--- config.mk ---
export PLATFORM = sky130hd
export DESIGN_NAME = rank_bound_dec
export DESIGN_NICKNAME = d
export VERILOG_FILES = /design/src/rtl/rbd_pkg.sv /design/src/rtl/rbd_regfile.sv /design/src/rtl/rbd_chan_lookup.sv /design/src/rtl/rank_bound_dec.sv
export SDC_FILE = /design/constraint.sdc
export NUM_CORES = 1
export LEC_CHECK = 0
export ABC_AREA = 1
export ABC_CLOCK_PERIOD_IN_PS = 6400
export CAP_MARGIN = 15
export CORE_UTILIZATION = 30
export DETAILED_ROUTE_END_ITERATION = 12
export SYNTH_ARGS = -nofsm -noshare
export SYNTH_HDL_FRONTEND = slang
export SYNTH_SLANG_ARGS = --single-unit
--- constraint.sdc ---
create_clock -name clk -period 6.4 [get_ports clk]
set_clock_uncertainty 0.1 [all_clocks]
set_input_delay 1.6 -clock clk [delete_from_list [all_inputs] [get_ports clk]]
set_output_delay 1.6 -clock clk [all_outputs]
set_load 0.005 [all_outputs]
--- src/rtl/rbd_pkg.sv ---
package rbd_pkg;
  localparam int NCH    = 2;
  localparam int NRANK  = 4;
  localparam int BND_W  = 10;
  localparam int REG_W  = 16;
  localparam int NREG   = NCH * NRANK;
  localparam int RAD_W  = $clog2(NREG);
  localparam int RANK_W = $clog2(NRANK);
  typedef logic [BND_W-1:0]  bnd_t;
  typedef logic [RANK_W-1:0] rank_t;
endpackage

--- src/rtl/rbd_regfile.sv ---
module rbd_regfile
  import rbd_pkg::*;
(
  input  logic                   clk,
  input  logic                   rst_n,
  input  logic                   wr_en,
  input  logic [RAD_W-1:0]       wr_addr,
  input  logic [REG_W-1:0]       wr_data,
  input  logic                   lock,
  input  logic [RAD_W-1:0]       rd_addr,
  output logic [REG_W-1:0]       rd_data,
  output logic [NREG*BND_W-1:0]  bnd_flat
);
  bnd_t bnd_q [NREG];
  logic wr_fire;
  logic unused_rsvd;

  assign wr_fire     = wr_en && !lock;
  assign unused_rsvd = ^wr_data[REG_W-1:BND_W];

  always_ff @(posedge clk) begin
    if (!rst_n) begin
      for (int i = 0; i < NREG; i++) bnd_q[i] <= '0;
    end else if (wr_fire) begin
      bnd_q[wr_addr] <= wr_data[BND_W-1:0];
    end
  end

  assign rd_data = {{(REG_W-BND_W){1'b0}}, bnd_q[rd_addr]};

  for (genvar g = 0; g < NREG; g++) begin : g_flat
    assign bnd_flat[g*BND_W +: BND_W] = bnd_q[g];
  end

  AST_LOCK_HOLD: assert property (@(posedge clk) disable iff (!rst_n)
    lock |=> $stable(bnd_flat));
  AST_WRITE_TAKES: assert property (@(posedge clk) disable iff (!rst_n)
    wr_fire |=> (bnd_q[$past(wr_addr)] == $past(wr_data[BND_W-1:0])));
  AST_RSVD_ZERO: assert property (@(posedge clk) disable iff (!rst_n)
    rd_data[REG_W-1:BND_W] == '0);
endmodule

--- src/rtl/rbd_chan_lookup.sv ---
module rbd_chan_lookup
  import rbd_pkg::*;
(
  input  logic                   clk,
  input  logic                   rst_n,
  input  bnd_t                   idx,
  input  bnd_t                   base,
  input  logic [NRANK*BND_W-1:0] bnd,
  output logic                   hit,
  output rank_t                  rank,
  output bnd_t                   low
);
  function automatic logic in_window(bnd_t v, bnd_t lo, bnd_t hi);
    return (v >= lo) && (v < hi);
  endfunction

  logic  chan_empty;
  bnd_t  lo_n;
  assign chan_empty = (bnd == '0);

  always_comb begin
    hit  = 1'b0;
    rank = '0;
    low  = '0;
    lo_n = '0;
    for (int n = 0; n < NRANK; n++) begin
      lo_n = (n == 0) ? base : bnd[(n-1)*BND_W +: BND_W];
      if (!hit && in_window(idx, lo_n, bnd[n*BND_W +: BND_W])) begin
        hit  = 1'b1;
        rank = rank_t'(n);
        low  = lo_n;
      end
    end
  end

  AST_EMPTY_NO_HIT: assert property (@(posedge clk) disable iff (!rst_n)
    chan_empty |-> !hit);
  AST_HIT_IN_RANGE: assert property (@(posedge clk) disable iff (!rst_n)
    hit |-> (idx >= low) && (idx < bnd[rank*BND_W +: BND_W]));
endmodule

--- src/rtl/rank_bound_dec.sv ---
module rank_bound_dec
  import rbd_pkg::*;
#(
  parameter int ADDR_W = 36
) (
  input  logic              clk,
  input  logic              rst_n,
  input  logic              wr_en,
  input  logic [2:0]        wr_addr,
  input  logic [15:0]       wr_data,
  input  logic              lock,
  input  logic [2:0]        rd_addr,
  output logic [15:0]       rd_data,
  input  logic              stacked,
  input  logic              ch_sel,
  input  logic              addr_vld,
  input  logic [ADDR_W-1:0] phys_addr,
  output logic              dec_vld,
  output logic              dec_miss,
  output logic              dec_ch,
  output logic [1:0]        dec_rank,
  output logic [ADDR_W-1:0] dec_offs
);
  localparam int UNIT_LSB = ADDR_W - BND_W;
  localparam int CH_BITS  = NRANK * BND_W;

  function automatic logic [ADDR_W-1:0] rank_offset(logic [ADDR_W-1:0] a, bnd_t lo);
    return a - ({{(ADDR_W-BND_W){1'b0}}, lo} << UNIT_LSB);
  endfunction

  logic [NREG*BND_W-1:0] bnd_flat;
  bnd_t  idx;
  bnd_t  base   [NCH];
  logic  hit    [NCH];
  rank_t rank   [NCH];
  bnd_t  low    [NCH];

  rbd_regfile u_regs (
    .clk(clk), .rst_n(rst_n), .wr_en(wr_en), .wr_addr(wr_addr),
    .wr_data(wr_data), .lock(lock), .rd_addr(rd_addr),
    .rd_data(rd_data), .bnd_flat(bnd_flat)
  );

  assign idx     = phys_addr[ADDR_W-1:UNIT_LSB];
  assign base[0] = '0;
  assign base[1] = stacked ? bnd_flat[CH_BITS-BND_W +: BND_W] : '0;

  for (genvar c = 0; c < NCH; c++) begin : g_ch
    rbd_chan_lookup u_look (
      .clk(clk), .rst_n(rst_n), .idx(idx), .base(base[c]),
      .bnd(bnd_flat[c*CH_BITS +: CH_BITS]),
      .hit(hit[c]), .rank(rank[c]), .low(low[c])
    );
  end

  logic  sel_hit, sel_ch;
  rank_t sel_rank;
  bnd_t  sel_low;

  always_comb begin
    sel_hit  = 1'b0;
    sel_ch   = 1'b0;
    sel_rank = '0;
    sel_low  = '0;
    if (stacked) begin
      if (hit[0]) begin
        sel_hit = 1'b1; sel_ch = 1'b0; sel_rank = rank[0]; sel_low = low[0];
      end else if (hit[1]) begin
        sel_hit = 1'b1; sel_ch = 1'b1; sel_rank = rank[1]; sel_low = low[1];
      end
    end else if (hit[ch_sel]) begin
      sel_hit = 1'b1; sel_ch = ch_sel; sel_rank = rank[ch_sel]; sel_low = low[ch_sel];
    end
  end

  always_ff @(posedge clk) begin
    if (!rst_n) begin
      dec_vld  <= 1'b0;
      dec_miss <= 1'b0;
      dec_ch   <= 1'b0;
      dec_rank <= '0;
      dec_offs <= '0;
    end else begin
      dec_vld <= addr_vld;
      if (addr_vld) begin
        dec_miss <= !sel_hit;
        dec_ch   <= sel_hit ? sel_ch : 1'b0;
        dec_rank <= sel_hit ? sel_rank : '0;
        dec_offs <= sel_hit ? rank_offset(phys_addr, sel_low) : '0;
      end
    end
  end

  AST_MISS_ZERO: assert property (@(posedge clk) disable iff (!rst_n)
    dec_miss |-> (!dec_ch && dec_rank == '0 && dec_offs == '0));
  AST_VLD_RISE: assert property (@(posedge clk) disable iff (!rst_n)
    addr_vld |=> dec_vld);
  AST_VLD_DROP: assert property (@(posedge clk) disable iff (!rst_n)
    !addr_vld |=> !dec_vld);
  AST_STACK_CH0_FIRST: assert property (@(posedge clk) disable iff (!rst_n)
    (addr_vld && stacked && hit[0]) |=> (!dec_ch && !dec_miss));
endmodule

==> results of run 1 <==
[final cells by class]
cell class              instances  area (um^2)
multi-input cells             764         4364
repair buffers                130         1249
well taps                     372        465.4
clock buffers                  21        493.0
inverters                     159        599.3
fillers                      2773        16770
clock inverters                11        85.08
flip-flops and latches        121         3223
[worst register-to-register path, cell delays in order (launching register included)]
cell      delay, ps
edfxtp_1        510
nand2_1         130
inv_1            50
ha_1            260
o21ai_1         140
nand2_1          70
nand3_1         100
nand3_2         110
nand2_4         160
nand3_1         280
o21ai_0         260
o22ai_1         120
o21ai_1         190
ha_1            200
inv_1            70
fa_1            400
nand3_1         130
nand2_1          60
nand2_1          70
nand2_1          50
a21oi_1         160
nor2_1           80
o21ai_0         140
nand2_1          90
xor2_1          150
nand2_1          80
a21oi_1         130
[state kept, by name (all words and copies together), names as in the netlist]
| register | cells |
|---|---|
| dec_ch | 1 |
| dec_miss | 1 |
| dec_offs | 36 |
| dec_rank | 2 |
| dec_vld | 1 |
| u_regs.bnd_q | 80 |
[how the worst max path moves through the flow]
| stage | from | endpoint | slack [ps] | depth (start not counted) |
|---|---|---|---|---|
| 2_1_floorplan | stacked | dec_offs[34] | 1330 | 31 |
| 3_3_place_gp | stacked | dec_offs[34] | 240 | 28 |
| 3_5_place_dp | stacked | dec_offs[34] | 180 | 28 |
| 4_1_cts | stacked | dec_offs[33] | 620 | 30 |
| 5_1_grt | stacked | dec_offs[33] | 2 | 30 |
| 6_report | stacked | dec_offs[34] | 500 | 28 |
[metal layers]
metal | wire (um) | vias to the layer above | GRT usage
met3 | 1984 | 42 | 0.02915
met4 | 782 | 0 | 0.07560
met5 | 0 | - | 0
met2 | 11790 | 324 | 0.2956
met1 | 11900 | 3518 | 0.2518
li1 | - | 3835 | -
[metrics by stage]
step           cell area, um^2  setup slack, ps  instances  power [mW]
2_1_floorplan             8442             1331       1091       1.300
3_3_place_gp              9901            238.7       1546       1.532
3_5_place_dp              9901            180.5       1546       1.542
4_1_cts                  10480            617.4       1578       2.495
5_1_grt                  10480            1.879       1578       2.609
6_report                 10480            499.9       1578       2.492
[layout by cell type, fill, tap and decap left out, types with 7 or more instances in the layout]
master             n
a31oi_1           10
nand2_1          222
buf_4             21
ha_1              97
o21ai_0           64
edfxtp_1          80
nor2_2             7
clkdlybuf4s50_1  109
o21ai_1           13
clkbuf_16         19
o22ai_1           25
nand3_1           24
dfxtp_1           41
nor2_1           120
a21oi_1          116
nand4_1            9
a221oi_1           9
inv_1            151
[logic make-up after synthesis]
family,Yosys count
simple gates,402
compound gates,255
buf+inv,206
flops,121
fa+ha+maj,98
xor+xnor,3
other cells,1
[where the power goes]
group / leakage, nW / internal [mW] / switching, mW / total [mW]
Combinational: 3.28 / 0.249 / 0.365 / 0.614
Clock: 0.286 / 0.558 / 0.401 / 0.958
Sequential: 1.10 / 0.886 / 0.0342 / 0.920
==> flow_summary_export.csv, run 1 <==
group,metric,value,unit
status,status,"complete, no violations",
yosys,postSynthCellCount,1086,
global_route,grt_pass1_wl,40330,um
route,vias,7719,
setup_path,end_kind,"flop",
setup_path,critPathTopFamily,"simple AND/OR/NAND/NOR gates",
yosys,ys_seq_elements,121,
yosys,yosys-top-cells-area,"edfxtp_1, ha_1, nand2_1",
yosys,synth_top_family_by_area,"simple AND/OR/NAND/NOR gates",
setup_path,slowest_stage,"clkdlybuf4s50_1",
route,drc,0,
power_and_ir_drop,p_leak,4.671,nW
yosys,yosysWarnings,0,
place,io_buffers,109,
route,wl,26460,um
sta,finalSetupViolations,0,
setup_path,reg2reg_slack,2040,ps
yosys,syn_avg_cell_area,7.756,um^2
sta,slew_violations,0,
clocking,cts.sinks,121,
yosys,synth_enable_flop_cells,80,
route,avgRoutedWirePerCell,16.77,um
clocking,cts_buffers,17,
yosys,synth.most_common_cell,"nand2_1",
cells_and_area,area_growth,24.41,%
route,via_per_inst,4.892,
setup_path,cp.required,6640,ps
min_path,min_path_cells,2,
clocking,cts_tree,"done",
route,drt_pass1_iterations,5,
floorplan,die_w,169.6,um
yosys,synth_compound_area_frac,0.1674,
setup_path,critPathMostFrequentCell,"nand2_1",
power_and_ir_drop,power_density,237.8,nW/um^2
yosys,async_flop_share,0,
clocking,cts_resized,0,
place,place_congestion,0.9334,
cells_and_area,final_util,0.3845,
global_route,grt_pass1_vias,7159,
yosys,yosysTopAreaCell,"edfxtp_1",
place,dpl.hpwl,20200,um
route,detail-route-antenna-nets,0,
sta,hold_viol,0,
setup_path,cp-start-kind,"input port",
power_and_ir_drop,power.ir.vdd_worst,0.0001774,V
floorplan,rows,60,
yosys,synth-main-ff-cell,"edfxtp_1",
sta,slew_headroom,0.4106,
yosys,ys_seq_area_frac,0.3827,
cells_and_area,antenna_cells,0,
floorplan,die_area,28750,um^2
global_route,grt.total_usage,0.1862,
yosys,yosys.area_share.simple,0.1985,
cells_and_area,layout-drive-gt1-share,0.07048,
setup_path,worstPathArrival,6140,ps
setup_path,worstReg2RegEnd,"dec_offs[34]",
sta,period_share,0.9219,
global_route,grt_remaining_overflow,0,
route,drt_first_iter_violations,595,
sta,worstMarginPinSlew,883.2,ps
sta,period_minus_slack,5900,ps
clocking,cts_root_buf,"clkbuf_16",
clocking,clockBufferDepth,2,
setup_path,timing.rr.start,"u_regs.bnd_q[3][0]",
clocking,insertion_delay,420,ps
yosys,netlist_area,8423,um^2
floorplan,fp.dieH,169.6,um
global_route,grt_max_degree,48,
yosys,synthMuxAreaShare,0,
clocking,cts_hold_buf,0,
floorplan,core,27250,um^2
clocking,cts.clk_slew.worst_paths,70,ps
floorplan,ioPinCount,122,
sta,holdWs,363.0,ps
setup_path,reg2regPathDepth,26,
sta,clock.fmax,169.5,MHz
floorplan,initial_utilization,0.3091,
sta,rsz0062_at_grt,"false",
global_route,antenna_found_initial,0,
yosys,synthAdderAreaFrac,0.1465,
yosys,synthXorXnorAreaFrac,0.003119,
setup_path,path_buf_inv,2,
setup_path,critPathKind,"input port to flop",
setup_path,max_stage_delay,770,ps
sta,setup_tns,0,ps
min_path,hold_path.class,"flop to flop",
min_path,holdCritStartpoint,"dec_offs[0]",
cells_and_area,final_nets,1356,
flow_run,drv_cap,0,
yosys,synth_top_area_frac,0.2852,
setup_path,crit_path_max_fanout,13,
yosys,ys_types,45,
clocking,ctsHtreeMaxLevel,4,
clocking,cts_setup_buffers,0,
yosys,synth_common_cells,"nand2_1, inv_1, nor2_1",
min_path,holdPathEnd,"dec_offs[0]",
(Power assumes the default switching activity.)
==> inputs of run 2 (changes only) <==
--- a/config.mk
+++ b/config.mk
@@ -9,6 +9,7 @@
 export ABC_CLOCK_PERIOD_IN_PS = 6400
 export CAP_MARGIN = 15
 export CORE_UTILIZATION = 30
+export CTS_CLUSTER_DIAMETER = 40
 export DETAILED_ROUTE_END_ITERATION = 12
 export SYNTH_ARGS = -nofsm -noshare
 export SYNTH_HDL_FRONTEND = slang
==> results of run 2 <==
The final DEF is identical to that of run 1; final timing and power are the same.
==> inputs of run 3 (changes only) <==
--- a/config.mk
+++ b/config.mk
@@ -8,6 +8,7 @@
 export ABC_AREA = 1
 export ABC_CLOCK_PERIOD_IN_PS = 6400
 export CAP_MARGIN = 15
+export CORE_ASPECT_RATIO = 0.6
 export CORE_UTILIZATION = 30
 export CTS_CLUSTER_DIAMETER = 40
 export DETAILED_ROUTE_END_ITERATION = 12
==> flow_summary_export.csv, run 3 (synthesis gave the netlist of run 1 again) <==
group,metric,value,unit
setup_path,cp.required,6590,ps
setup_path,timing.rr.start,"u_regs.bnd_q[4][9]",
place,place_congestion,0.9917,
route,vias,7914,
global_route,grt_max_degree,38,
cells_and_area,largest_reg_flops,80,
floorplan,rows,47,
sta,period_share,0.9037,
sta,worstMarginPinSlew,685.3,ps
global_route,antenna_found_initial,0,
route,drc,0,
cells_and_area,layout_commonest_cell,"nand2_1",
route,drt_pass1_iterations,6,
route,wl,29250,um
global_route,grt_pass1_wl,43150,um
floorplan,initial_utilization,0.3054,
clocking,cts.clk_slew.worst_paths,60,ps
setup_path,worstReg2RegEnd,"dec_offs[34]",
cells_and_area,fillers,2828,
floorplan,fp.dieH,131.8,um
route,drt_first_iter_violations,943,
setup_path,critPathMostFrequentCell,"nand2_1",
setup_path,max_stage_delay,770,ps
setup_path,crit_path_max_fanout,10,
floorplan,die_area,28770,um^2
power_and_ir_drop,power_density,236.8,nW/um^2
sta,slew_violations,0,
setup_path,cp-start-kind,"input port",
setup_path,critPathKind,"input port to flop",
min_path,hold_path.class,"flop to flop",
clocking,cts_tree,"done",
cells_and_area,antenna_cells,0,
setup_path,reg2regPathDepth,27,
power_and_ir_drop,power.ir.vdd_worst,0.0001526,V
clocking,insertion_delay,440,ps
clocking,clockBufferDepth,2,
cells_and_area,top_regs,"u_regs.bnd_q x80, dec_offs x36, dec_rank x2",
setup_path,worstPathArrival,5980,ps
sta,period_minus_slack,5784,ps
min_path,holdPathEnd,"dec_offs[20]",
route,via_per_inst,4.993,
clocking,cts_hold_buf,0,
setup_path,end_kind,"flop",
route,detail-route-antenna-nets,0,
clocking,cts_buffers,17,
cells_and_area,largest-register,"u_regs.bnd_q",
sta,hold_viol,0,
setup_path,slowest_stage,"clkdlybuf4s50_1",
sta,setup_tns,0,ps
cells_and_area,layout-drive-gt1-share,0.07882,
min_path,holdCritStartpoint,"dec_offs[20]",
clocking,cts_root_buf,"clkbuf_16",
sta,clock.fmax,172.9,MHz
min_path,min_path_cells,2,
place,dpl.hpwl,22790,um
sta,rsz0062_at_grt,"false",
cells_and_area,final_nets,1368,
place,io_buffers,109,
clocking,ctsHtreeMaxLevel,4,
floorplan,core,27580,um^2
global_route,grt_remaining_overflow,0,
floorplan,ioPinCount,122,
global_route,grt_pass1_vias,7230,
sta,slew_headroom,0.5425,
flow_run,drv_cap,0,
power_and_ir_drop,report.power.total,2.508,mW
cells_and_area,final_cell_mix,"nand2_1, inv_1, nor2_1, a21oi_1, clkdlybuf4s50_1",
clocking,cts_setup_buffers,0,
clocking,cts.sinks,121,
power_and_ir_drop,p_leak,4.722,nW
route,avgRoutedWirePerCell,18.45,um
status,status,"complete, no violations",
sta,finalSetupViolations,0,
clocking,cts_resized,0,
floorplan,die_w,218.3,um
global_route,grt.total_usage,0.2054,
cells_and_area,area_growth,25.73,%
setup_path,reg2reg_slack,1950,ps
[run 3: where the power goes]
part	switching [mW]	internal, mW
registers	0.0418	0.886
logic	0.378	0.266
clock network	0.395	0.540
total	0.815	1.69
[run 3: through the flow]
step | cells | cell area [um^2] | util | hold slack (ps) | setup WS [ps]
floorplan | 1091 | 8442 | - | 360.8 | 1331
global placement | 1553 | 10020 | 0.3634 | 351.4 | 270.1
detailed placement | 1553 | 10020 | 0.3634 | 354.3 | 230.3
CTS | 1585 | 10590 | 0.3840 | 363.5 | 659.2
global route | 1585 | 10590 | 0.3840 | 379.3 | 197.4
finish | 1585 | 10590 | 0.3840 | 362.3 | 616.3
[run 3: layout make-up]
cell class / count / area [um^2] / share of cell area
inverter: 159 / 599.3 / 0.05659
clock buffer: 17 / 425.4 / 0.04017
sequential: 121 / 3223 / 0.3043
timing repair buffer: 142 / 1376 / 0.1300
clock inverter: 15 / 142.6 / 0.01347
tap: 367 / 459.2 / 0.04336
multi-input combinational: 764 / 4364 / 0.4121
[run 3: metal layers]
layer  vias to the layer above  GRT usage  wire [um]
li1                       3856          -          -
met5                         -          0          0
met2                       396     0.2552      10600
met3                        23    0.07243       3857
met1                      3639     0.3255      14500
met4                         0    0.04623        280
[run 3: worst max-delay path by stage]
stage                              from           end  slack [ps]  cells after the start
after floorplan                 stacked  dec_offs[34]        1330                     31
after global placement    phys_addr[27]  dec_offs[34]         270                     28
after detailed placement  phys_addr[32]  dec_offs[33]         230                     27
after CTS                 phys_addr[32]  dec_offs[34]         660                     25
after global routing      phys_addr[32]  dec_offs[34]         200                     28
final                     phys_addr[32]  dec_offs[34]         620                     25
[run 3: worst max-delay path: cells and delay by family]
kind,cells,cell delay (ps)
XOR/XNOR,1,140
adder cells (fa/ha/maj),3,870
buffers and inverters,4,1330
AND/OR/NAND/NOR,13,1440
AO/OA/AOI/OAI,4,610
